==> src/rtl/tsw_pkg.sv <==
package tsw_pkg;
  typedef enum logic [1:0] {XF_JMP = 2'd0, XF_CALL = 2'd1, XF_INT = 2'd2, XF_IRET = 2'd3} xfer_e;
  typedef enum logic [1:0] {DK_OTHER = 2'd0, DK_TSS = 2'd1, DK_GATE = 2'd2, DK_RSVD = 2'd3} desc_e;

  // strictly-greater minimum compare, minimum picked by segment flavour
  function automatic logic limit_ok(input logic [31:0] lim, input logic is32,
                                    input logic [31:0] min32, input logic [31:0] min16);
    return is32 ? (lim > min32) : (lim > min16);
  endfunction
endpackage

==> src/rtl/tsw_decide.sv <==
module tsw_decide
  import tsw_pkg::*;
#(
  parameter int SEL_W = 16
) (
  input  logic [1:0]       xfer_kind,
  input  logic [1:0]       desc_kind,
  input  logic             eflags_nt,
  input  logic [SEL_W-1:0] ref_sel,
  input  logic [SEL_W-1:0] gate_sel,
  input  logic [SEL_W-1:0] link_sel,
  output logic             want_switch,
  output logic             want_ret,
  output logic             nt_for_new,
  output logic [SEL_W-1:0] target_sel
);
  xfer_e kind;
  desc_e dk;
  assign kind = xfer_e'(xfer_kind);
  assign dk   = desc_e'(desc_kind);

  always_comb begin
    want_switch = 1'b0;
    want_ret    = 1'b0;
    nt_for_new  = 1'b0;
    target_sel  = ref_sel;
    unique case (kind)
      XF_JMP, XF_CALL: begin
        want_switch = (dk == DK_TSS) || (dk == DK_GATE);
        target_sel  = (dk == DK_GATE) ? gate_sel : ref_sel;
        nt_for_new  = (kind == XF_CALL);
      end
      XF_INT: begin
        want_switch = (dk == DK_GATE);
        target_sel  = gate_sel;
        nt_for_new  = 1'b1;
      end
      XF_IRET: begin
        want_switch = eflags_nt;
        want_ret    = !eflags_nt;
        target_sel  = link_sel;
      end
      default: ;
    endcase
  end
endmodule

==> src/rtl/tsw_task_reg.sv <==
module tsw_task_reg #(
  parameter int SEL_W  = 16,
  parameter int ADDR_W = 32
) (
  input  logic              clk,
  input  logic              rst_n,
  input  logic              load,
  input  logic [SEL_W-1:0]  new_sel,
  input  logic [ADDR_W-1:0] new_base,
  input  logic [ADDR_W-1:0] new_limit,
  output logic [SEL_W-1:0]  tr_sel,
  output logic [ADDR_W-1:0] tr_base,
  output logic [ADDR_W-1:0] tr_limit
);
  always_ff @(posedge clk) begin
    if (!rst_n) begin
      tr_sel   <= '0;
      tr_base  <= '0;
      tr_limit <= '0;
    end else if (load) begin
      tr_sel   <= new_sel;
      tr_base  <= new_base;
      tr_limit <= new_limit;
    end
  end


  tr_whole_load_chk: assert property (@(posedge clk) disable iff (!rst_n)
    $past(load) && $past(rst_n) |-> (tr_sel == $past(new_sel)) && (tr_base == $past(new_base))
                                    && (tr_limit == $past(new_limit)));
endmodule

==> src/rtl/task_switch_ctl.sv <==
module task_switch_ctl
  import tsw_pkg::*;
#(
  parameter int          SEL_W     = 16,
  parameter int          ADDR_W    = 32,
  parameter logic [31:0] MIN_LIM32 = 32'h0000_0064,
  parameter logic [31:0] MIN_LIM16 = 32'h0000_002B
) (
  input  logic              clk,
  input  logic              rst_n,
  input  logic              req_valid,
  input  logic [1:0]        xfer_kind,
  input  logic [1:0]        desc_kind,
  input  logic              eflags_nt,
  input  logic [SEL_W-1:0]  ref_sel,
  input  logic [SEL_W-1:0]  gate_sel,
  input  logic [SEL_W-1:0]  link_sel,
  output logic [SEL_W-1:0]  lkp_sel,
  input  logic              lkp_is32,
  input  logic [ADDR_W-1:0] lkp_base,
  input  logic [ADDR_W-1:0] lkp_limit,
  output logic              sw_req,
  output logic              plain_ret,
  output logic              tss_fault,
  output logic              nt_new,
  output logic [SEL_W-1:0]  tr_sel,
  output logic [ADDR_W-1:0] tr_base,
  output logic [ADDR_W-1:0] tr_limit
);
  logic want_switch, want_ret, nt_for_new, lim_good;
  logic do_load, do_fault, do_ret;

  tsw_decide #(.SEL_W(SEL_W)) u_decide (
    .xfer_kind(xfer_kind), .desc_kind(desc_kind), .eflags_nt(eflags_nt),
    .ref_sel(ref_sel), .gate_sel(gate_sel), .link_sel(link_sel),
    .want_switch(want_switch), .want_ret(want_ret), .nt_for_new(nt_for_new),
    .target_sel(lkp_sel));

  assign lim_good = limit_ok(32'(lkp_limit), lkp_is32, MIN_LIM32, MIN_LIM16);
  assign do_load  = req_valid && want_switch && lim_good;
  assign do_fault = req_valid && want_switch && !lim_good;
  assign do_ret   = req_valid && want_ret;

  always_ff @(posedge clk) begin
    if (!rst_n) begin
      sw_req    <= 1'b0;
      plain_ret <= 1'b0;
      tss_fault <= 1'b0;
      nt_new    <= 1'b0;
    end else begin
      sw_req    <= do_load;
      plain_ret <= do_ret;
      tss_fault <= do_fault;
      nt_new    <= do_load && nt_for_new;
    end
  end

  tsw_task_reg #(.SEL_W(SEL_W), .ADDR_W(ADDR_W)) u_tr (
    .clk(clk), .rst_n(rst_n), .load(do_load),
    .new_sel(lkp_sel), .new_base(lkp_base), .new_limit(lkp_limit),
    .tr_sel(tr_sel), .tr_base(tr_base), .tr_limit(tr_limit));


  one_result_chk: assert property (@(posedge clk) disable iff (!rst_n)
    $onehot0({sw_req, plain_ret, tss_fault}));


  pulse_needs_req_chk: assert property (@(posedge clk) disable iff (!rst_n)
    (sw_req || plain_ret || tss_fault) |-> $past(req_valid));


  fault_keeps_tr_chk: assert property (@(posedge clk) disable iff (!rst_n)
    tss_fault |-> $stable(tr_sel) && $stable(tr_base) && $stable(tr_limit));


  plain_ret_cause_chk: assert property (@(posedge clk) disable iff (!rst_n)
    plain_ret |-> ($past(xfer_kind) == XF_IRET) && !$past(eflags_nt) && $stable(tr_sel));


  switch_min_limit_chk: assert property (@(posedge clk) disable iff (!rst_n)
    sw_req |-> (32'(tr_limit) > MIN_LIM16));


  nt_source_chk: assert property (@(posedge clk) disable iff (!rst_n)
    nt_new |-> sw_req && ($past(xfer_kind) != XF_JMP) && ($past(xfer_kind) != XF_IRET));
endmodule

==> config.mk <==
export PLATFORM = sky130hd
export DESIGN_NAME = task_switch_ctl
export DESIGN_NICKNAME = d
export VERILOG_FILES = /design/src/rtl/tsw_pkg.sv /design/src/rtl/tsw_decide.sv /design/src/rtl/tsw_task_reg.sv /design/src/rtl/task_switch_ctl.sv
export SDC_FILE = /design/constraint.sdc
export NUM_CORES = 1
export LEC_CHECK = 0
export BUFFER_PORTS_ARGS = -buffer_cell sky130_fd_sc_hd__buf_2
export CAP_MARGIN = 20
export CORE_MARGIN = 1
export CORE_UTILIZATION = 48
export DETAILED_ROUTE_END_ITERATION = 10
export PLACE_DENSITY_LB_ADDON = 0.3
export SLEW_MARGIN = 20
export SYNTH_ARGS = -nofsm -noshare
export SYNTH_HDL_FRONTEND = slang
export SYNTH_SLANG_ARGS = --single-unit
==> constraint.sdc <==
create_clock -name clk -period 5.82 [get_ports clk]
set_input_delay 1.164 -clock clk [delete_from_list [all_inputs] [get_ports clk]]
set_output_delay 1.164 -clock clk [all_outputs]
set_load 0.005 [all_outputs]
Word-level counts from Yosys, hierarchy flattened:

Cells that the tools add are included.

* bits in registers: 84
* output and inout port bits: 100
* logic and storage cells: 30

* order comparisons: 2
* eq/ne operators: 5
* mux-type cells: 6
* reductions and logical operators: 10

Operators with widths (number)
* one-hot mux 16 bit (3 select lines): 1
* > comparator 32 x 6 -> 1 bit, second input constant: 1
* > comparator 32 x 7 -> 1 bit, second input constant: 1
* 2-to-1 mux 16 bit: 1
* == test 2 bit, second input constant: 3
* logical AND 1 bit: 5
* == test 2 x 1 -> 1 bit, second input constant: 2
* one-hot mux 1 bit (3 select lines): 1
* zero test 1 bit: 2
* zero test 2 bit: 1
* 2-to-1 mux 1 bit: 2
* one-hot mux 1 bit (2 select lines): 1
* OR reduction 2 bit: 1
* logical OR 1 bit: 1

Logic depth before layout (Yosys ltp):

Gate-level depths: netlist of run 1.

* depth after elaboration: 6
* mapped depth: 8
* mapped depth without buffers: 7

Modules after synthesis:

A second synthesis of run 1 with hierarchy kept.

* cells, all modules: 340
* area, all modules: 3711.1 um^2

By module, submodules not included
* tsw_task_reg: times used 1, cells each 257, area an instance 3064.2 um^2, sequential area each 1601.5 um^2
* tsw_decide: times used 1, cells each 55, area an instance 399.1 um^2, sequential area each 0.0 um^2
* task_switch_ctl: times used 1, cells each 28, area an instance 247.7 um^2, sequential area each 80.1 um^2

Least setup slack after synthesis of run 1:

Ideal clock, no wire load.

* path type: input -> output
* start point: in xfer_kind[0]
* end point: out lkp_sel[0]
* arrival: 2.382 ns
* required time: 4.656 ns
* setup slack: 2.274 ns
* stages on the path: 6
* buffers on the path: 1
* cells stage by stage: inv_1 ha_1 nor3_1 clkbuf_1 a22o_1 a21o_1

* cells in the longest elaborated chain, start to end: 3
* elaborated cells between the ends (all ways): 6
* classes of those cells: 3 x eq/ne; 1 x mux; 2 x reduce/logical

Ends and longest elaborated chain
* start, declared: line task_switch_ctl.sv:12 `input logic [1:0] xfer_kind,`
* == test 2 x 1 -> 1 bit / zero test 2 bit (equally long branches): line tsw_decide.sv:27 `unique case (kind)`
* OR reduction 2 bit: line tsw_decide.sv:27
* one-hot mux 16 bit (3 select lines) *: line tsw_decide.sv:27
* end, declared: line task_switch_ctl.sv:18 `output logic [SEL_W-1:0] lkp_sel,`

Every way passes the cells marked *; elsewhere a longest branch is shown, timed or not.

Worst setup path in the final report of run 1:

* start point: in xfer_kind[1]
* end point: out lkp_sel[7]

Same word-level chain as after synthesis.

==> results.toml, run 1 <==
[detailed_routing]
detail_route.wirelength_um = 10100
drt.antenna.violating_nets = 0
first_pass_iters = 4
wire_per_inst_um = 13.7
viasPerCell = 5.00
vias = 3679
drt-initial-drc-count = 133
drc = 0

[pwr]
fin_total_pwr_mw = 1.32
switching_share_pct = 25.6
power_per_cell_area_nw_per_um2 = 259
power_share_of_the_clock_group_pct = 34.2
power.share.sequential_pct = 47.4
int_power_mw = 0.983
switching_power_mw = 0.339
leakage_nw = 2.59
vdd_ir_drop_max_uv = 135
power.share.combinational_pct = 18.4

[status]
status = "finished clean"

[finish]
fin_nets = 753
layout.cells.most_common_list = "sky130_fd_sc_hd__buf_2 (219), sky130_fd_sc_hd__nand2_1 (163), sky130_fd_sc_hd__dfxtp_1 (84), sky130_fd_sc_hd__mux2i_1 (80)"
layout_cells_sized_above_1_pct = 38.3
most_common_library_cell_in_the_layout_ignoring_fill_and_taps = "sky130_fd_sc_hd__buf_2"
num_antenna_cells = 0
instances_no_fill = 736
area_growth_syn_to_layout_pct = 32.1

[sta]
max_freq_mhz = 239
final_max_slew_viol_count = 0
hold_viol_final = 0
postLayoutSetupSlackWorst_ns = 1.64
skew_ns = 0
finalWorstPathRequiredPeriod_ns = 4.18
whs_ns = 0.455
grt_setup_unrepaired = "no"
slew-limit-headroom_pct = 45.6
total_neg_setup_slack_ns = 0
finalCritPeriodShare_pct = 71.8
tightestPinTransition_ns = 0.815
report.final.setup_viol = 0

[global_routing]
antenna_found_initial = 0
grt_overflow = 0
grt_pass1_vias = 3382
grt_first_pass_wirelength_um = 16000
largest_net_degree_at_the_start_of_global_routing = 86
track_usage_pct = 23.8

[critical_path]
worstReg2RegEnd = "u_tr.tr_limit[15]"
cp_data_required_time_ns = 4.66
worst_setup_path_startpoint = "xfer_kind[1]"
setup.reg_to_reg.worst_slack_ns = 5.18
reg2regPathDepth = 2
arrival_ns = 3.01
worst-path-max-fanout = 21
cp-end-kind = "output pin"
timing.critical_path.from_type = "input pin"
reg2reg_from = "u_tr.tr_limit[15]"
worst_setup_path_endpoint = "lkp_sel[7]"
critical_path_class = "in -> out"

[place]
place.gp.congestion = 0.789
detailed_placement_hpwl_um = 7540
dp_cells = 720
place.port_buffers = 220
pre_cts_ws_ns = 1.71

[clocking]
cts.clk_slew.worst_paths_ns = 0.07
clk-insertion-delay-late_ns = 0.33
cts_inserted_buffers = 9
h-tree-depth = 3
tritoncts = "built"
clock_path_buffers = 2
cts_root_buf = "sky130_fd_sc_hd__clkbuf_8"
cts_repair_resize_count = 0
numClockSinks = 84
cts.repair_timing.setup_buffer_count = 0
cts_hold_repair.buffers = 0

[yosys]
syn-num-nets = 549
ys_seq_elements = 84
netlist_instances = 425
synth_warnings = 0
mappedNetlistArea_um2 = 3860
ys_seq_area_share_pct = 43.6
synth_area_per_cell_um2 = 9.08
yosys.cell_types.count = 29

[die]
num_io_pins = 221
fp.dieH_um = 91.7
core_area_um2 = 7770
dieArea_um2 = 8400
rows = 32
die_width_um = 91.7
initial_core_util_pct = 49.7

[worst_hold_path]
hold_start = "u_tr.tr_base[13]"
min_path_type = "reg -> reg"

[run]
drv.max_cap_violation_count = 0
[layout make-up]
class                   instances  area (µm²)
flip-flops and latches         84        1680
clock inverters                 4        72.6
repair buffers                224        1130
multi-input cells             306        1920
clock buffers                  12         145
inverters                       4        15.0
fillers                       690        2670
well taps                     102         128
[Yosys cell counts, drive strengths merged]
cell     instances  area (µm²)
nand2          163         612
dfxtp           84        1680
mux2i           80         801
clkbuf          21        78.8
a21o            15         113
a22o            15         131
buf             10         175
inv              4        15.0
nor3             4        20.0
nor4             4        25.0
ha               3        37.5
a22oi            2        15.0
a31oi            2        12.5
nor2             2        7.51
nor2b            2        12.5
o211ai           2        15.0
o21ai            2        10.0
a2111oi          1        27.5
a21oi            1        5.00
a221o            1        10.0
and3             1        6.26
and4             1        10.0
nand3            1        5.00
o2111ai          1        8.76
o21a             1        7.51
or2              1        6.26
or4              1        11.3
[kinds of logic after synthesis]
| logic type | count (synthesis) | synth area share (%) |
|---|---|---|
| AOI/OAI and AO/OA | 43 | 9.21 |
| adders and majority gates | 3 | 0.973 |
| DFF | 84 | 43.6 |
| buffers and inverters | 35 | 6.97 |
| and+or+nand+nor | 180 | 18.5 |
| muxes | 80 | 20.7 |
[layer usage]
metal  wire length [µm]  vias to the layer above  GRT usage [%]
li1                   -                     1832              -
met1               4570                     1682           31.6
met2               4640                      152           37.7
met3                729                       13           6.05
met4                149                        0           7.67
met5                  0                        -              0
[flip-flops by register name, indices dropped and copies added, names as in the netlist]
name	flops
nt_new	1
plain_ret	1
sw_req	1
tss_fault	1
u_tr.tr_base	32
u_tr.tr_limit	32
u_tr.tr_sel	16
[worst max-delay path, stage by stage]
cell and delay, ns:
sky130_fd_sc_hd__buf_2 0.10, sky130_fd_sc_hd__ha_1 0.64, sky130_fd_sc_hd__inv_1 0.17, sky130_fd_sc_hd__a21o_1 0.39
sky130_fd_sc_hd__a221o_1 0.41, sky130_fd_sc_hd__buf_2 0.15
[per-stage QoR]
step	cell area, µm²	utilization [%]
finish	5100	65.7
global route	5100	65.7
CTS	5100	65.7
detailed placement	4880	62.9
global placement	4880	62.9
floorplan	3860	-
[worst min path at each step]
stage | to | slack, ns | cells past startpoint
CTS | u_tr.tr_base[27] | 0.46 | 2
floorplan | u_tr.tr_base[0] | 0.45 | 2
detailed placement | u_tr.tr_base[31] | 0.44 | 2
finish | u_tr.tr_base[13] | 0.46 | 2
global placement | u_tr.tr_base[24] | 0.44 | 2
global route | u_tr.tr_limit[1] | 0.47 | 2
[power groups by stage]
| stage | Combinational (mW) | Sequential [mW] | Clock [mW] |
|---|---|---|---|
| floorplan | 0.142 | 0.644 | 0 |
| global placement | 0.238 | 0.638 | 0 |
| detailed placement | 0.244 | 0.640 | 0 |
| CTS | 0.245 | 0.627 | 0.462 |
| global route | 0.267 | 0.631 | 0.489 |
| finish | 0.244 | 0.626 | 0.452 |
Note: power is estimated with default switching activity, not from simulation.
==> run 2: changes to the inputs <==
--- a/config.mk
+++ b/config.mk
@@ -8,7 +8,7 @@
 export BUFFER_PORTS_ARGS = -buffer_cell sky130_fd_sc_hd__buf_2
 export CAP_MARGIN = 20
 export CORE_MARGIN = 1
-export CORE_UTILIZATION = 48
+export CORE_UTILIZATION = 44
 export DETAILED_ROUTE_END_ITERATION = 10
 export PLACE_DENSITY_LB_ADDON = 0.3
 export SLEW_MARGIN = 20
==> constraint.sdc (replaced) <==
create_clock -name clk -period 4.2 [get_ports clk]
set_input_delay 0.84 -clock clk [delete_from_list [all_inputs] [get_ports clk]]
set_output_delay 0.84 -clock clk [all_outputs]
set_load 0.005 [all_outputs]
==> run 2 against run 1 <==
  * Die area grew 8.9%
  * Sequential cell count unchanged
  * First-iteration DRC count down 16%
  * Sequential power rose by 39%
  * Setup slack lost 0.41 ns
  * Clock skew did not move
  * Critical path depth is 2 higher
  * Critical endpoint is now lkp_sel[10]
==> results.toml, run 2 (synthesis results as in run 1) <==
[finish]
num_antenna_cells = 0
design_area_um2 = 5120
fin_nets = 755
most_common_library_cell_in_the_layout_ignoring_fill_and_taps = "sky130_fd_sc_hd__buf_2"
nFillCells = 750
leading_registers_by_flop_count = "u_tr.tr_base x32, u_tr.tr_limit x32, u_tr.tr_sel x16"
area_growth_syn_to_layout_pct = 32.6
layout.cells.most_common_list = "sky130_fd_sc_hd__buf_2 (219), sky130_fd_sc_hd__nand2_1 (163), sky130_fd_sc_hd__dfxtp_1 (84), sky130_fd_sc_hd__mux2i_1 (80)"
layout_cells_sized_above_1_pct = 38.5
instances_no_fill = 739

[place]
place.port_buffers = 220
place.gp.congestion = 0.730
detailed_placement_hpwl_um = 7640
post_dp_cell_area_um2 = 4910
dp_cells = 725

[critical_path]
arrival_ns = 2.13
cp-end-kind = "output pin"
worst_setup_path_startpoint = "xfer_kind[0]"
reg2regPathDepth = 2
critical_path_class = "in -> out"
cp_data_required_time_ns = 3.36
reg2reg_from = "u_tr.tr_base[22]"
worst-path-max-fanout = 20
timing.critical_path.from_type = "input pin"

[detailed_routing]
vias = 3628
detail_route.wirelength_um = 10100
drt.antenna.violating_nets = 0
wire_per_inst_um = 13.6
viasPerCell = 4.91
first_pass_iters = 5
drc = 0
drt-initial-drc-count = 112

[global_routing]
grt_overflow = 0
grt_pass1_vias = 3201
antenna_found_initial = 0
track_usage_pct = 20.6
largest_net_degree_at_the_start_of_global_routing = 97
grt_first_pass_wirelength_um = 14500

[worst_hold_path]
hold_start = "u_tr.tr_limit[6]"
worstHoldPathCells = 2
min_path_type = "reg -> reg"

[clocking]
clock_path_buffers = 2
cts_hold_repair.buffers = 0
h-tree-depth = 3
cts.repair_timing.setup_buffer_count = 0
tritoncts = "built"
clk-insertion-delay-late_ns = 0.33
cts_repair_resize_count = 0
numClockSinks = 84
cts_inserted_buffers = 9
cts_root_buf = "sky130_fd_sc_hd__clkbuf_8"
cts.clk_slew.worst_paths_ns = 0.07

[pwr]
leakage_nw = 2.60
switching_share_pct = 25.6
switching_power_mw = 0.463
power_per_cell_area_nw_per_um2 = 353
power_share_of_the_clock_group_pct = 33.2
power.share.sequential_pct = 48.1
power.share.combinational_pct = 18.7
vdd_ir_drop_max_uv = 190
int_power_mw = 1.34

[sta]
max_freq_mhz = 337
slew-limit-headroom_pct = 40.5
total_neg_setup_slack_ns = 0
final_max_slew_viol_count = 0
grt_setup_unrepaired = "no"
finalCritPeriodShare_pct = 70.7
skew_ns = 0
finalWorstPathRequiredPeriod_ns = 2.97
tightestPinTransition_ns = 0.892
hold_viol_final = 0
report.final.setup_viol = 0

[die]
rows = 33
initial_core_util_pct = 46.3
die_width_um = 95.7
dieArea_um2 = 9150
core_area_um2 = 8340
num_io_pins = 221
fp.dieH_um = 95.7

[run]
drv.max_cap_violation_count = 0

[status]
status = "finished clean"
==> run 2: power by group through the flow <==
stage               registers, mW  clock network (mW)  logic (mW)
finish                      0.869               0.599       0.338
global route                0.875               0.655       0.372
CTS                         0.869               0.624       0.340
detailed placement          0.886                   0       0.340
global placement            0.884                   0       0.333
floorplan                   0.892                   0       0.197
==> run 2: per-layer routing <==
layer	vias to the layer above	global-route usage, %	routed length (µm)
li1	1837	-	-
met1	1620	25.1	4340
met2	154	32.9	4670
met3	17	7.02	846
met4	0	8.96	210
met5	-	0	0
==> run 2: stage by stage <==
| stage | setup WS (ns) | utilization (%) | power, mW | hold slack [ns] |
|---|---|---|---|---|
| floorplan | 1.30 | - | 1.09 | 0.451 |
| global placement | 1.28 | 58.9 | 1.22 | 0.439 |
| detailed placement | 1.23 | 58.9 | 1.23 | 0.446 |
| CTS | 1.23 | 61.4 | 1.83 | 0.460 |
| global route | 1.10 | 61.4 | 1.90 | 0.475 |
| finish | 1.23 | 61.4 | 1.81 | 0.456 |
==> run 2: layout make-up <==
type | instances | area, µm² | area share, %
clock inverter | 4 | 76.3 | 1.49
timing repair buffer | 226 | 1160 | 22.7
sequential | 84 | 1680 | 32.9
inverter | 4 | 15.0 | 0.293
multi-input combinational | 306 | 1920 | 37.6
tap | 105 | 131 | 2.57
clock buffer | 10 | 128 | 2.49
==> run 2: worst paths after layout <==
| path | end | slack [ns] |
|---|---|---|
| min | u_tr.tr_limit[6] | 0.46 |
| max | lkp_sel[10] | 1.23 |
| max reg2reg | u_tr.tr_base[22] | 3.56 |
| min reg2reg | u_tr.tr_limit[6] | 0.46 |
==> run 2: worst max-delay path, cell delays in order <==
cell and delay, ns:
sky130_fd_sc_hd__buf_2 0.11, sky130_fd_sc_hd__ha_1 0.20, sky130_fd_sc_hd__buf_4 0.21, sky130_fd_sc_hd__nor3_1 0.15, sky130_fd_sc_hd__buf_4 0.23, sky130_fd_sc_hd__a22o_1 0.16, sky130_fd_sc_hd__a21o_1 0.11, sky130_fd_sc_hd__buf_2 0.11
==> run 3: changes to the inputs <==
--- a/config.mk
+++ b/config.mk
@@ -5,10 +5,11 @@
 export SDC_FILE = /design/constraint.sdc
 export NUM_CORES = 1
 export LEC_CHECK = 0
+export ABC_AREA = 1
 export BUFFER_PORTS_ARGS = -buffer_cell sky130_fd_sc_hd__buf_2
 export CAP_MARGIN = 20
 export CORE_MARGIN = 1
-export CORE_UTILIZATION = 44
+export CORE_UTILIZATION = 42
 export DETAILED_ROUTE_END_ITERATION = 10
 export PLACE_DENSITY_LB_ADDON = 0.3
 export SLEW_MARGIN = 20
==> constraint.sdc (replaced) <==
create_clock -name clk -period 2.5 [get_ports clk]
set_input_delay 0.5 -clock clk [delete_from_list [all_inputs] [get_ports clk]]
set_output_delay 0.5 -clock clk [all_outputs]
set_load 0.005 [all_outputs]
==> run 3 against run 2 <==
  * Global-route usage rose by 0.26 points
  * Via count grew 32%
  * Core utilization shrank 2.7 points
  * Largest power group unchanged
  * Die area up 18%
  * Clock power is 82% higher
  * Sequential power rose by 74%
==> results.toml, run 3 <==
[status]
status = "finished clean"

[die]
core_area_um2 = 9910
dieArea_um2 = 10800
rows = 36
die_width_um = 104
fp.dieH_um = 104
initial_core_util_pct = 44.0
num_io_pins = 221

[detailed_routing]
drt.antenna.violating_nets = 0
detail_route.wirelength_um = 11600
vias = 4774
first_pass_iters = 5
drt-initial-drc-count = 289
drc = 0
wire_per_inst_um = 11.3
viasPerCell = 4.66

[critical_path]
critical_path_class = "in -> out"
timing.critical_path.from_type = "input pin"
critical-path-max-stage-delay_ns = 0.28
cp-end-kind = "output pin"
arrival_ns = 1.77
setup.reg_to_reg.worst_slack_ns = 1.89
worst-path-max-fanout = 5
crit_path_cell_trace = "buf_2, inv_1, ha_1, buf_4, or2_2, a31oi_1, inv_1, buf_2"
crit_slowest_cell = "sky130_fd_sc_hd__or2_2"
cp_data_required_time_ns = 2.00

[worst_hold_path]
min_path_type = "in -> reg"

[sta]
skew_ns = 0
total_neg_setup_slack_ns = 0
slew-limit-headroom_pct = 75.8
final_max_slew_viol_count = 0
hold_viol_final = 0
finalCritPeriodShare_pct = 90.6
tightestPinTransition_ns = 0.364
whs_ns = 0.349
report.final.setup_viol = 0
grt_setup_unrepaired = "no"
max_freq_mhz = 441
finalWorstPathRequiredPeriod_ns = 2.27

[finish]
layout.cells.most_common_list = "sky130_fd_sc_hd__buf_2 (220), sky130_fd_sc_hd__nand2_1 (133), sky130_fd_sc_hd__inv_1 (102), sky130_fd_sc_hd__nor2_1 (98)"
num_antenna_cells = 0
most_common_library_cell_in_the_layout_ignoring_fill_and_taps = "sky130_fd_sc_hd__buf_2"
fin_nets = 1010
design_area_um2 = 5820
final_core_util_pct = 58.7
layout_cells_sized_above_1_pct = 30.1
leading_registers_by_flop_count = "u_tr.tr_base x32, u_tr.tr_limit x32, u_tr.tr_sel x16"
area_growth_syn_to_layout_pct = 33.5

[yosys]
top_count_cell_post_synth = "sky130_fd_sc_hd__nand2_1"
ys_seq_area_share_pct = 38.6
synth_area_per_cell_um2 = 6.31
yosys.cell_types.count = 21
synth_top_area_share_pct = 38.6
syn-num-nets = 814
netlist_instances = 690
ys_async_sr_fraction_pct = 0
commonest_cells_post_synth = "sky130_fd_sc_hd__nand2_1 (133), sky130_fd_sc_hd__inv_1 (102), sky130_fd_sc_hd__nor2_1 (98), sky130_fd_sc_hd__nand3_1 (85), sky130_fd_sc_hd__dfxtp_1 (84)"
ys.flop_type = "sky130_fd_sc_hd__dfxtp_1"
synth-edff-count = 0
post_synth_main_area_contributors = "sky130_fd_sc_hd__dfxtp_1 (39%), sky130_fd_sc_hd__nand2_1 (11%), sky130_fd_sc_hd__nand3_1 (9.8%)"
synth_warnings = 0
mappedNetlistArea_um2 = 4360
synth_top_cell_by_area = "sky130_fd_sc_hd__dfxtp_1"
ys_seq_elements = 84

[place]
post_dp_cell_area_um2 = 5590
detailed_placement_hpwl_um = 8200
place.gp.congestion = 0.830
place.port_buffers = 220

[pwr]
vdd_ir_drop_max_uv = 305
power_share_of_the_clock_group_pct = 32.4
power.share.combinational_pct = 22.7
leakage_nw = 3.28
int_power_mw = 2.42
power.share.sequential_pct = 45.0
power_per_cell_area_nw_per_um2 = 579
switching_share_pct = 28.2
switching_power_mw = 0.947

[global_routing]
grt_pass1_vias = 4049
grt_overflow = 0
track_usage_pct = 20.9
largest_net_degree_at_the_start_of_global_routing = 84
antenna_found_initial = 0
grt_first_pass_wirelength_um = 18800

[clocking]
cts.clk_slew.worst_paths_ns = 0.09
cts_repair_resize_count = 0
h-tree-depth = 3
cts.repair_timing.setup_buffer_count = 0
cts_inserted_buffers = 9
numClockSinks = 84
tritoncts = "built"
clk-insertion-delay-late_ns = 0.33
cts_root_buf = "sky130_fd_sc_hd__clkbuf_8"
clock_path_buffers = 2
cts_hold_repair.buffers = 0

[run]
drv.max_cap_violation_count = 0
run 3: area by class of cell:
cell class / count / area, µm²
Fill cell: 1004 / 4090
Multi-Input combinational cell: 453 / 2080
Sequential cell: 84 / 1680
Timing Repair Buffer: 235 / 1280
Inverter: 103 / 387
Tap cell: 133 / 166
Clock buffer: 11 / 141
Clock inverter: 5 / 85.1
run 3: per-stage QoR:
stage / instances / total power [mW] / setup WS (ns)
3_5_place_dp: 1008 / 2.31 / 0.214
3_3_place_gp: 1008 / 2.30 / 0.225
2_1_floorplan: 690 / 1.98 / 0.499
6_report: 1024 / 3.36 / 0.235
5_1_grt: 1024 / 3.58 / 0.127
4_1_cts: 1024 / 3.42 / 0.231
run 3: kinds of logic after synthesis:
group	synth area share, %
AOI/OAI and AO/OA	14.3
and+or+nand+nor	32.1
adders and majority gates	0.862
DFF	38.6
buffers and inverters	14.2
run 3: worst paths after layout:
check | from | to | depth (start not counted)
min | eflags_nt | plain_ret | 2
max | desc_kind[0] | lkp_sel[15] | 8
max reg2reg | u_tr.tr_sel[6] | u_tr.tr_sel[6] | 2
min reg2reg | u_tr.tr_limit[18] | u_tr.tr_limit[18] | 2
run 3: critical path: cells and delay by family:
kind            cells  cell delay [ns]
buf+inv             5             0.50
compound gates      1             0.25
fa+ha+maj           1             0.23
simple gates        1             0.28
run 3: metal layers:
metal / up-vias / GRT usage [%] / wire length, µm
met5: - / 0 / 0
met4: 0 / 5.61 / 95
met3: 10 / 5.45 / 804
met2: 153 / 32.9 / 5430
met1: 2065 / 28.2 / 5240
li1: 2546 / - / -
run 3: power groups by stage:
stage / logic, mW / clock network (mW) / registers (mW)
2_1_floorplan: 0.422 / 0 / 1.56
3_3_place_gp: 0.763 / 0 / 1.54
3_5_place_dp: 0.768 / 0 / 1.54
4_1_cts: 0.769 / 1.13 / 1.51
5_1_grt: 0.867 / 1.19 / 1.53
6_report: 0.764 / 1.09 / 1.51
